## src/rtl/fc_pkg.sv

```systemverilog
`timescale 1ns/1ps
package fc_pkg;
  localparam logic [3:0] IDX_DIV  = 4'd0;
  localparam logic [3:0] IDX_GATE = 4'd1;
  localparam logic [3:0] IDX_MODE = 4'd2;
  localparam logic [3:0] IDX_DLO  = 4'd3;
  localparam logic [3:0] IDX_DHI  = 4'd4;
  localparam logic [3:0] IDX_DP   = 4'd5;

  function automatic longint unsigned pow10(input int n);
    longint unsigned r = 1;
    for (int i = 0; i < n; i++) r = r * 10;
    return r;
  endfunction

  // segments a..g in bits 0..6
  function automatic logic [6:0] glyph(input logic [3:0] v);
    case (v)
      4'h0: glyph = 7'h3F; 4'h1: glyph = 7'h06; 4'h2: glyph = 7'h5B; 4'h3: glyph = 7'h4F;
      4'h4: glyph = 7'h66; 4'h5: glyph = 7'h6D; 4'h6: glyph = 7'h7D; 4'h7: glyph = 7'h07;
      4'h8: glyph = 7'h7F; 4'h9: glyph = 7'h6F; 4'hA: glyph = 7'h77; 4'hB: glyph = 7'h7C;
      4'hC: glyph = 7'h39; 4'hD: glyph = 7'h5E; 4'hE: glyph = 7'h79; default: glyph = 7'h71;
    endcase
  endfunction
endpackage

```

## src/rtl/fc_edge_count.sv

```systemverilog
`timescale 1ns/1ps
module fc_edge_count #(
  parameter int W = 32
) (
  input  logic         clk,
  input  logic         rst,
  input  logic         sample_in,
  input  logic [W-1:0] gate_len,
  output logic [W-1:0] per_count,
  output logic [W-1:0] cont_count
);
  logic [1:0]   sync_q;
  logic         last_q;
  logic         rise;
  logic [W-1:0] tick_q, acc_q, limit;

  assign rise  = sync_q[1] & ~last_q;
  assign limit = (gate_len == '0) ? '0 : gate_len - 1'b1;

  always_ff @(posedge clk) begin
    if (rst) begin
      sync_q     <= '0;
      last_q     <= 1'b0;
      tick_q     <= '0;
      acc_q      <= '0;
      per_count  <= '0;
      cont_count <= '0;
    end else begin
      sync_q     <= {sync_q[0], sample_in};
      last_q     <= sync_q[1];
      cont_count <= cont_count + W'(rise);
      // >= keeps a shortened gate from waiting for a full wrap
      if (tick_q >= limit) begin
        per_count <= acc_q + W'(rise);
        acc_q     <= '0;
        tick_q    <= '0;
      end else begin
        acc_q  <= acc_q + W'(rise);
        tick_q <= tick_q + 1'b1;
      end
    end
  end
endmodule

```

## src/rtl/fc_bcd.sv

```systemverilog
`timescale 1ns/1ps
module fc_bcd
  import fc_pkg::*;
#(
  parameter int W  = 32,
  parameter int ND = 9
) (
  input  logic            clk,
  input  logic            rst,
  input  logic [W-1:0]    bin_in,
  output logic [4*ND-1:0] dec_out
);
  localparam longint unsigned LIMIT = pow10(ND) - 1;
  localparam int IW = $clog2(W + 1);

  logic [W-1:0]    sh_q, clip;
  logic [4*ND-1:0] acc_q, acc_adj, acc_nxt;
  logic [IW-1:0]   step_q;

  assign clip = (64'(bin_in) > LIMIT) ? W'(LIMIT) : bin_in;

  always_comb begin
    acc_adj = acc_q;
    for (int d = 0; d < ND; d++) begin
      if (acc_q[4*d +: 4] >= 4'd5) acc_adj[4*d +: 4] = acc_q[4*d +: 4] + 4'd3;
    end
    acc_nxt = {acc_adj[4*ND-2:0], sh_q[W-1]};
  end

  always_ff @(posedge clk) begin
    if (rst) begin
      sh_q    <= '0;
      acc_q   <= '0;
      step_q  <= '0;
      dec_out <= '0;
    end else if (step_q == '0) begin
      sh_q   <= clip;
      acc_q  <= '0;
      step_q <= IW'(1);
    end else begin
      sh_q  <= sh_q << 1;
      acc_q <= acc_nxt;
      if (step_q == IW'(W)) begin
        dec_out <= acc_nxt;
        step_q  <= '0;
      end else begin
        step_q <= step_q + 1'b1;
      end
    end
  end
endmodule

```

## src/rtl/fc_scan.sv

```systemverilog
`timescale 1ns/1ps
module fc_scan
  import fc_pkg::*;
#(
  parameter int ND   = 9,
  parameter int SCAN = 1024
) (
  input  logic            clk,
  input  logic            rst,
  input  logic [4*ND-1:0] digits,
  input  logic [ND-1:0]   points,
  output logic [ND-1:0]   col,
  output logic [7:0]      seg
);
  localparam int SW = (SCAN > 1) ? $clog2(SCAN) : 1;
  localparam int DW = (ND > 1) ? $clog2(ND) : 1;

  logic [SW-1:0] cnt_q;
  logic [DW-1:0] dig_q;

  assign col = ND'(1) << dig_q;
  assign seg = {points[dig_q], glyph(digits[4*dig_q +: 4])};

  always_ff @(posedge clk) begin
    if (rst) begin
      cnt_q <= '0;
      dig_q <= '0;
    end else if (cnt_q == SW'(SCAN - 1)) begin
      cnt_q <= '0;
      dig_q <= (dig_q == DW'(ND - 1)) ? '0 : dig_q + 1'b1;
    end else begin
      cnt_q <= cnt_q + 1'b1;
    end
  end
endmodule

```

## src/rtl/freq_counter_top.sv

```systemverilog
`timescale 1ns/1ps
module freq_counter_top
  import fc_pkg::*;
#(
  parameter int DW          = 32,
  parameter int SCAN_CYCLES = 1024,
  parameter int MIN_DIV     = 4
) (
  input  logic          clk,
  input  logic          rst,
  input  logic          wr_en,
  input  logic [3:0]    wr_idx,
  input  logic [DW/8-1:0] wr_be,
  input  logic [DW-1:0] wr_data,
  input  logic          sample_in,
  output logic [DW-1:0] per_count,
  output logic [DW-1:0] cont_count,
  output logic [DW-1:0] baud_div,
  output logic [8:0]    col_drv,
  output logic [7:0]    seg_drv
);
  localparam int ND = 9;
  localparam int LW = 4 * (ND - 1);

  logic [DW-1:0]   div_q, gate_q;
  logic            mode_q;
  logic [LW-1:0]   dlo_q;
  logic [3:0]      dhi_q;
  logic [ND-1:0]   dp_q;
  logic            full_wr;
  logic [4*ND-1:0] bcd_digits, shown;

  assign full_wr  = wr_en & (&wr_be);
  assign baud_div = (div_q < DW'(MIN_DIV)) ? DW'(MIN_DIV) : div_q;
  assign shown    = mode_q ? {dhi_q, dlo_q} : bcd_digits;

  always_ff @(posedge clk) begin
    if (rst) begin
      div_q  <= '0;
      gate_q <= '0;
      mode_q <= 1'b0;
      dlo_q  <= '0;
      dhi_q  <= '0;
      dp_q   <= '0;
    end else if (full_wr) begin
      case (wr_idx)
        IDX_DIV:  div_q  <= wr_data;
        IDX_GATE: gate_q <= wr_data;
        IDX_MODE: mode_q <= wr_data[0];
        IDX_DLO:  dlo_q  <= wr_data[LW-1:0];
        IDX_DHI:  dhi_q  <= wr_data[3:0];
        IDX_DP:   dp_q   <= wr_data[ND-1:0];
        default: ;
      endcase
    end
  end

  fc_edge_count #(.W(DW)) u_cnt (
    .clk(clk), .rst(rst), .sample_in(sample_in), .gate_len(gate_q),
    .per_count(per_count), .cont_count(cont_count)
  );

  fc_bcd #(.W(DW), .ND(ND)) u_bcd (
    .clk(clk), .rst(rst), .bin_in(per_count), .dec_out(bcd_digits)
  );

  fc_scan #(.ND(ND), .SCAN(SCAN_CYCLES)) u_scan (
    .clk(clk), .rst(rst), .digits(shown), .points(dp_q),
    .col(col_drv), .seg(seg_drv)
  );
endmodule

```

## config.mk

```make
export PLATFORM = sky130hd
export DESIGN_NAME = freq_counter_top
export DESIGN_NICKNAME = d
export VERILOG_FILES = /design/src/rtl/fc_pkg.sv /design/src/rtl/fc_edge_count.sv /design/src/rtl/fc_bcd.sv /design/src/rtl/fc_scan.sv /design/src/rtl/freq_counter_top.sv
export SDC_FILE = /design/constraint.sdc
export NUM_CORES = 1
export LEC_CHECK = 0
export BUFFER_PORTS_ARGS = -buffer_cell sky130_fd_sc_hd__buf_4
export CORE_MARGIN = 3
export CORE_UTILIZATION = 60
export CTS_CLUSTER_SIZE = 40
export DETAILED_ROUTE_END_ITERATION = 8
export MAX_ROUTING_LAYER = met4
export PLACE_DENSITY = 0.8
export SETUP_SLACK_MARGIN = 0.4
export SYNTH_ARGS = -nofsm -noshare
export SYNTH_HDL_FRONTEND = slang
export SYNTH_SLANG_ARGS = --single-unit
```

## constraint.sdc

```tcl
create_clock -name clk -period 5.53 [get_ports clk]
set_clock_uncertainty 0.2 [all_clocks]
set_input_delay 0.553 -clock clk [delete_from_list [all_inputs] [get_ports clk]]
set_output_delay 0.553 -clock clk [all_outputs]
set_load 0.01 [all_outputs]
```

# == Yosys cells after proc, flatten, opt, wreduce, memory -nomap -nowiden ==
# Memory sizes are Yosys's and may differ from the RTL's.
# Cells that the tools add are included.
# word_totals
output_inout_bits,113
wordCells,99
reg_bits,365
romBits,112
inputBits,44
n_memories,1
# mem_list
memory,depth,word_bits,rd,rd_ports_with_merged_regs,write_ports,line,text
(name not given),16,7,1,0,0,fc_pkg.sv:18,case (v)
# classes
n_addsub,16
magnitude_cmp,13
reduce_logical,16
n_shift,2
mux,19
eq_ne,8
bitwise_logic,4
# ops
op,count
$mux W32,4
$add A32 B1 Y32,2
$ge A4 B3 Y1 const B,9
$mux W36,1
$mux W4,9
$shiftx A36 B7 Y4,1
$add A32 B1 Y32 const B,1
$add A4 B2 Y4 const B,8
$ge A32 B32 Y1,1
$gt A32 B30 Y1 const B,1
$logic_not A32 Y1,1
$lt A32 B3 Y1 const B,1
$sub A32 B1 Y32 const B,1
$reduce_and A2 Y1,7
$add A10 B1 Y10 const B,1
$eq A10 B10 Y1 const B,1
$shl A1 B4 Y9 const A,1
$eq A4 B2 Y1 const B,2
$eq A4 B3 Y1 const B,2
$reduce_or A2 Y1,4
$add A6 B1 Y6 const B,1
$eq A6 B6 Y1 const B,1
$logic_not A6 Y1,1
$lt A4 B5 Y1 const B,1
other kinds (12),16

# == Longest topological paths before layout ==
# depth
ltp_word,4
mapped_depth,17
depth_no_buf,14

# == By module ==
# From an unflattened synthesis, not the netlist that was laid out.
# hier_totals
cells_unflattened,1893
hier_area_um2,17563.1
# modules_own_cells
mod,seq_area_each_um2,cells_per_inst,area_per_inst_um2,instances
fc_edge_count,2622.5,790,6767.7,1
freq_counter_top,2202.1,484,5089.9,1
fc_bcd,2202.1,466,4291.6,1
fc_scan,280.3,153,1413.9,1

# == Worst setup path after synthesis ==
# No wires, ideal clock.
# synth_timing
path_kind,flip-flop to flip-flop
startpoint,reg gate_q[20]
endpoint,reg u_cnt.per_count[10]
arrival_ns,4.598
path_stages_with_launch,17
setup_ns,0.121
required_time_ns,5.209
synth_period_minus_slack_ns,4.919
slack_ns,0.611
n_path_buf,4
path_cell_list,dfxtp_1 > or4_4 > or4_4 > or3_1 > buf_2 > or3_1 > buf_6 > buf_6 > nand2_1 > ha_1 > a21o_1 > a21o_1 > a221oi_1 > o211ai_1 > a211oi_1 > clkbuf_1 > mux2_2
# synth_via
elab_chain_cells,3
word_cells_on_any_way,4
classes_between,1 x add/sub; 1 x order compare; 1 x mux; 1 x reduce/logical
# synth_lines
item,line,text
start: declaration,freq_counter_top.sv:25,"logic [DW-1:0] div_q, gate_q;"
start signal: assignment,freq_counter_top.sv:48,IDX_GATE: gate_q <= wr_data;
$sub A32 B1 Y32 or $logic_not A32 Y1 (tied branches),fc_edge_count.sv:18,assign limit = (gate_len == '0) ? '0 : gate_len - 1'b1;
$mux W32 (*),fc_edge_count.sv:18,
$ge A32 B32 Y1 (*),fc_edge_count.sv:33,if (tick_q >= limit) begin
end signal: assignment,fc_edge_count.sv:34,per_count <= acc_q + W'(rise);
end: declaration,fc_edge_count.sv:9,"output logic [W-1:0] per_count,"
# Mark *: on every way between the ends. The rest lies on a longest branch, timed or not.
# A chain may end at the register's enable or synchronous reset.

# == Final worst setup path ==
# layout_timing
startpoint,reg gate_q[20]
endpoint,reg u_cnt.per_count[28]
# Same word-level chain as after synthesis.

==> out/metrics.csv <==
metric,value,unit
CP max-delay cell,or4_4,
pre-CTS setup slack,0.3804,ns
routed len/inst,16.55,um
MaxCap Viol Count,0,
initial core utilization,61.94,%
H-tree depth,2,
Final Hold Fails,0,
CTS max path bufs,3,
DR DRC count,0,
via-per-instance ratio,5.658,
Final HPWL DP,27690,um
synth warn,0,
grt ovf,0,
TNS Setup,0,ns
Initial DRC Count,1101,
Async SR Flop Fraction,0,%
Post-Synthesis Cells,1950,
Pleak,7.876,nW
synthesized area,0.01692,mm2
maximum VDD drop,0.1867,mV
final WL,40250,um
status,"complete, no violations",
CTS tree,done,
Vert. Die Dim,174.0,um
most frequent cells in the layout,"dfxtp_1, nand2_1, nor2_1",
P&R area growth vs syn,15.09,%
Slew Limit Fails,0,
CP peak stage delay,0.55,ns
Worst setup EP type,flop,
#FFs+latches synth,365,
GRT Resource Usage Total,26.63,%
clk root buf,clkbuf_16,
Post-CTS Hold Buffers,0,
# nets final,2148,
remaining antenna violation count,0,
clk sink count,365,
clock-pin slew on the worst setup and hold paths,0.06,ns
"most common cell after layout, fill and taps aside",dfxtp_1,
Skew-Pair Late Insertion Delay,0.52,ns
Slew headroom,16.72,%
sequential area share after synthesis,43.17,%
die area,0.03026,mm2
WP data required,5.73,ns
post-synth cell types,54,
Inserted Clock Buffers,38,
die width,174.0,um
layout cells sized above 1,15.35,%
largest net degree at the start of global routing,203,
Tmin final,4.918,ns
I/O Buffers,156,
postcts setup bufs,0,
first-pass GRT wire length,66100,um
RSZ-0062 raised after global routing,no,
Post-synth top flop,dfxtp_1,
GPL Wtd Cong,0.9261,
# setup viols final,0,
Avg Inst Size Synth,8.679,um2
critical path type,flop to flop,
post-route setup slack,0.6124,ns
Syn Nets,2067,
io pins,157,
Startpoint Class,flop,
initial antenna violation count,1,
vias,13761,
FMAX,203.4,MHz
Pre-antenna DRT Iters,5,
vias in the first global route,13164,
core area,0.02733,mm2
HP Class,input port to flop,
Post-synth EDFFs,0,
"Critical Path, Cell by Cell","or4_4, or4_4, or3_1, or3_4, nand2_1, ha_1, a21o_1, a21o_1, a221oi_1, o211ai_1, a211oi_4, buf_6, mux2_2",
Hold WS,0.09810,ns
Max Fanout on Critical Path,32,
# rows,60,
Slew @ Worst Pin,1.248,ns
pwr/cell area,288.2,mW/mm2
post-route clock period utilization,88.93,%
crit path DAT,5.12,ns
-- cell type report --
cell class / count / area, um2
multi-input cells: 1421 / 9006
fillers: 2130 / 7848
flip-flops and latches: 365 / 7307
repair buffers: 171 / 1320
clock buffers: 56 / 1109
well taps: 372 / 465.4
clock inverters: 12 / 141.4
inverters: 34 / 127.6
diodes: 1 / 2.502
-- final timing paths --
kind,startpoint,endpoint,slack [ns],cells past startpoint
max,gate_q[20],u_cnt.per_count[28],0.61,13
min,wr_data[5],div_q[5],0.1,3
max reg2reg,gate_q[20],u_cnt.per_count[28],0.61,13
min reg2reg,u_bcd.sh_q[3],u_bcd.sh_q[4],0.21,2
-- Yosys cell counts (25+ instances only) --
library cell / number / share of area, %
a21oi_1: 135 / 4.0
clkbuf_1: 115 / 2.6
dfxtp_1: 365 / 43
ha_1: 73 / 5.4
inv_1: 33 / 0.73
mux2_2: 42 / 2.8
mux2i_1: 50 / 3.0
nand2_1: 261 / 5.8
nand3_1: 49 / 1.4
nand4_1: 36 / 1.3
nor2_1: 245 / 5.4
nor2b_1: 50 / 1.8
nor3_1: 82 / 2.4
nor3b_1: 25 / 1.1
o21ai_0: 39 / 1.2
xnor2_1: 54 / 2.8
xor2_1: 82 / 4.2
-- stage by stage --
step	cell area, um2	cells	total power [mW]	util (%)
2_1_floorplan	16930	1950	2.995	-
5_1_grt	19480	2432	5.795	71.28
3_3_place_gp	18210	2363	3.125	66.64
3_5_place_dp	18210	2363	3.132	66.64
4_1_cts	19470	2431	5.648	71.25
6_report	19480	2432	5.615	71.28
-- cells by family (layout without fill, tap and decap cells) --
kind of cell / count (synthesis) / in the layout / synth area share [%]
xor+xnor: 136 / 136 / 7.038
flops: 365 / 365 / 43.17
mux: 111 / 111 / 8.280
fa+ha+maj: 73 / 73 / 5.397
other cells: 0 / 1 / 0
compound gates: 234 / 234 / 8.029
simple gates: 867 / 867 / 24.24
buf+inv: 164 / 273 / 3.844
-- state kept, by name, indices dropped and copies added (netlist names) --
register          count
u_bcd.acc_q          36
u_bcd.dec_out        36
div_q                32
dlo_q                32
gate_q               32
u_bcd.sh_q           32
u_cnt.acc_q          32
u_cnt.cont_count     32
u_cnt.per_count      32
u_cnt.tick_q         32
u_scan.cnt_q         10
dp_q                  9
u_bcd.step_q          6
dhi_q                 4
u_scan.dig_q          4
u_cnt.sync_q          2
mode_q                1
u_cnt.last_q          1
-- routing by layer --
metal  vias up  global-route usage [%]  wire length, um
li1       6771                       -                -
met4         0                   9.249             1283
met2       352                   42.23            18800
met3        97                   3.997             2131
met1      6541                   35.00            18040
met5         -                       -                0
-- power breakdown --
| part | total, mW | switching, mW | leakage, nW | internal (mW) |
|---|---|---|---|---|
| Combinational | 0.431 | 0.280 | 4.32 | 0.151 |
| Sequential | 2.65 | 0.0119 | 2.94 | 2.64 |
| Clock | 2.53 | 1.04 | 0.615 | 1.49 |
| Total | 5.61 | 1.33 | 7.88 | 4.28 |
-- worst max-delay path, delay by kind of cell, from the launching register on --
| family | cells | cell delay [ns] |
|---|---|---|
| buf+inv | 1 | 0.32 |
| fa+ha+maj | 1 | 0.26 |
| simple gates | 5 | 2.02 |
| mux | 1 | 0.39 |
| compound gates | 5 | 1.23 |
| flops | 1 | 0.34 |
-- what timing repair did --
item                                    in CTS  in global routing
gates resized for setup                      2                  1
hold endpoints to repair                     0                  0
endpoints found under the setup margin      41                 66
Note: power is estimated with default switching activity, not from simulation.
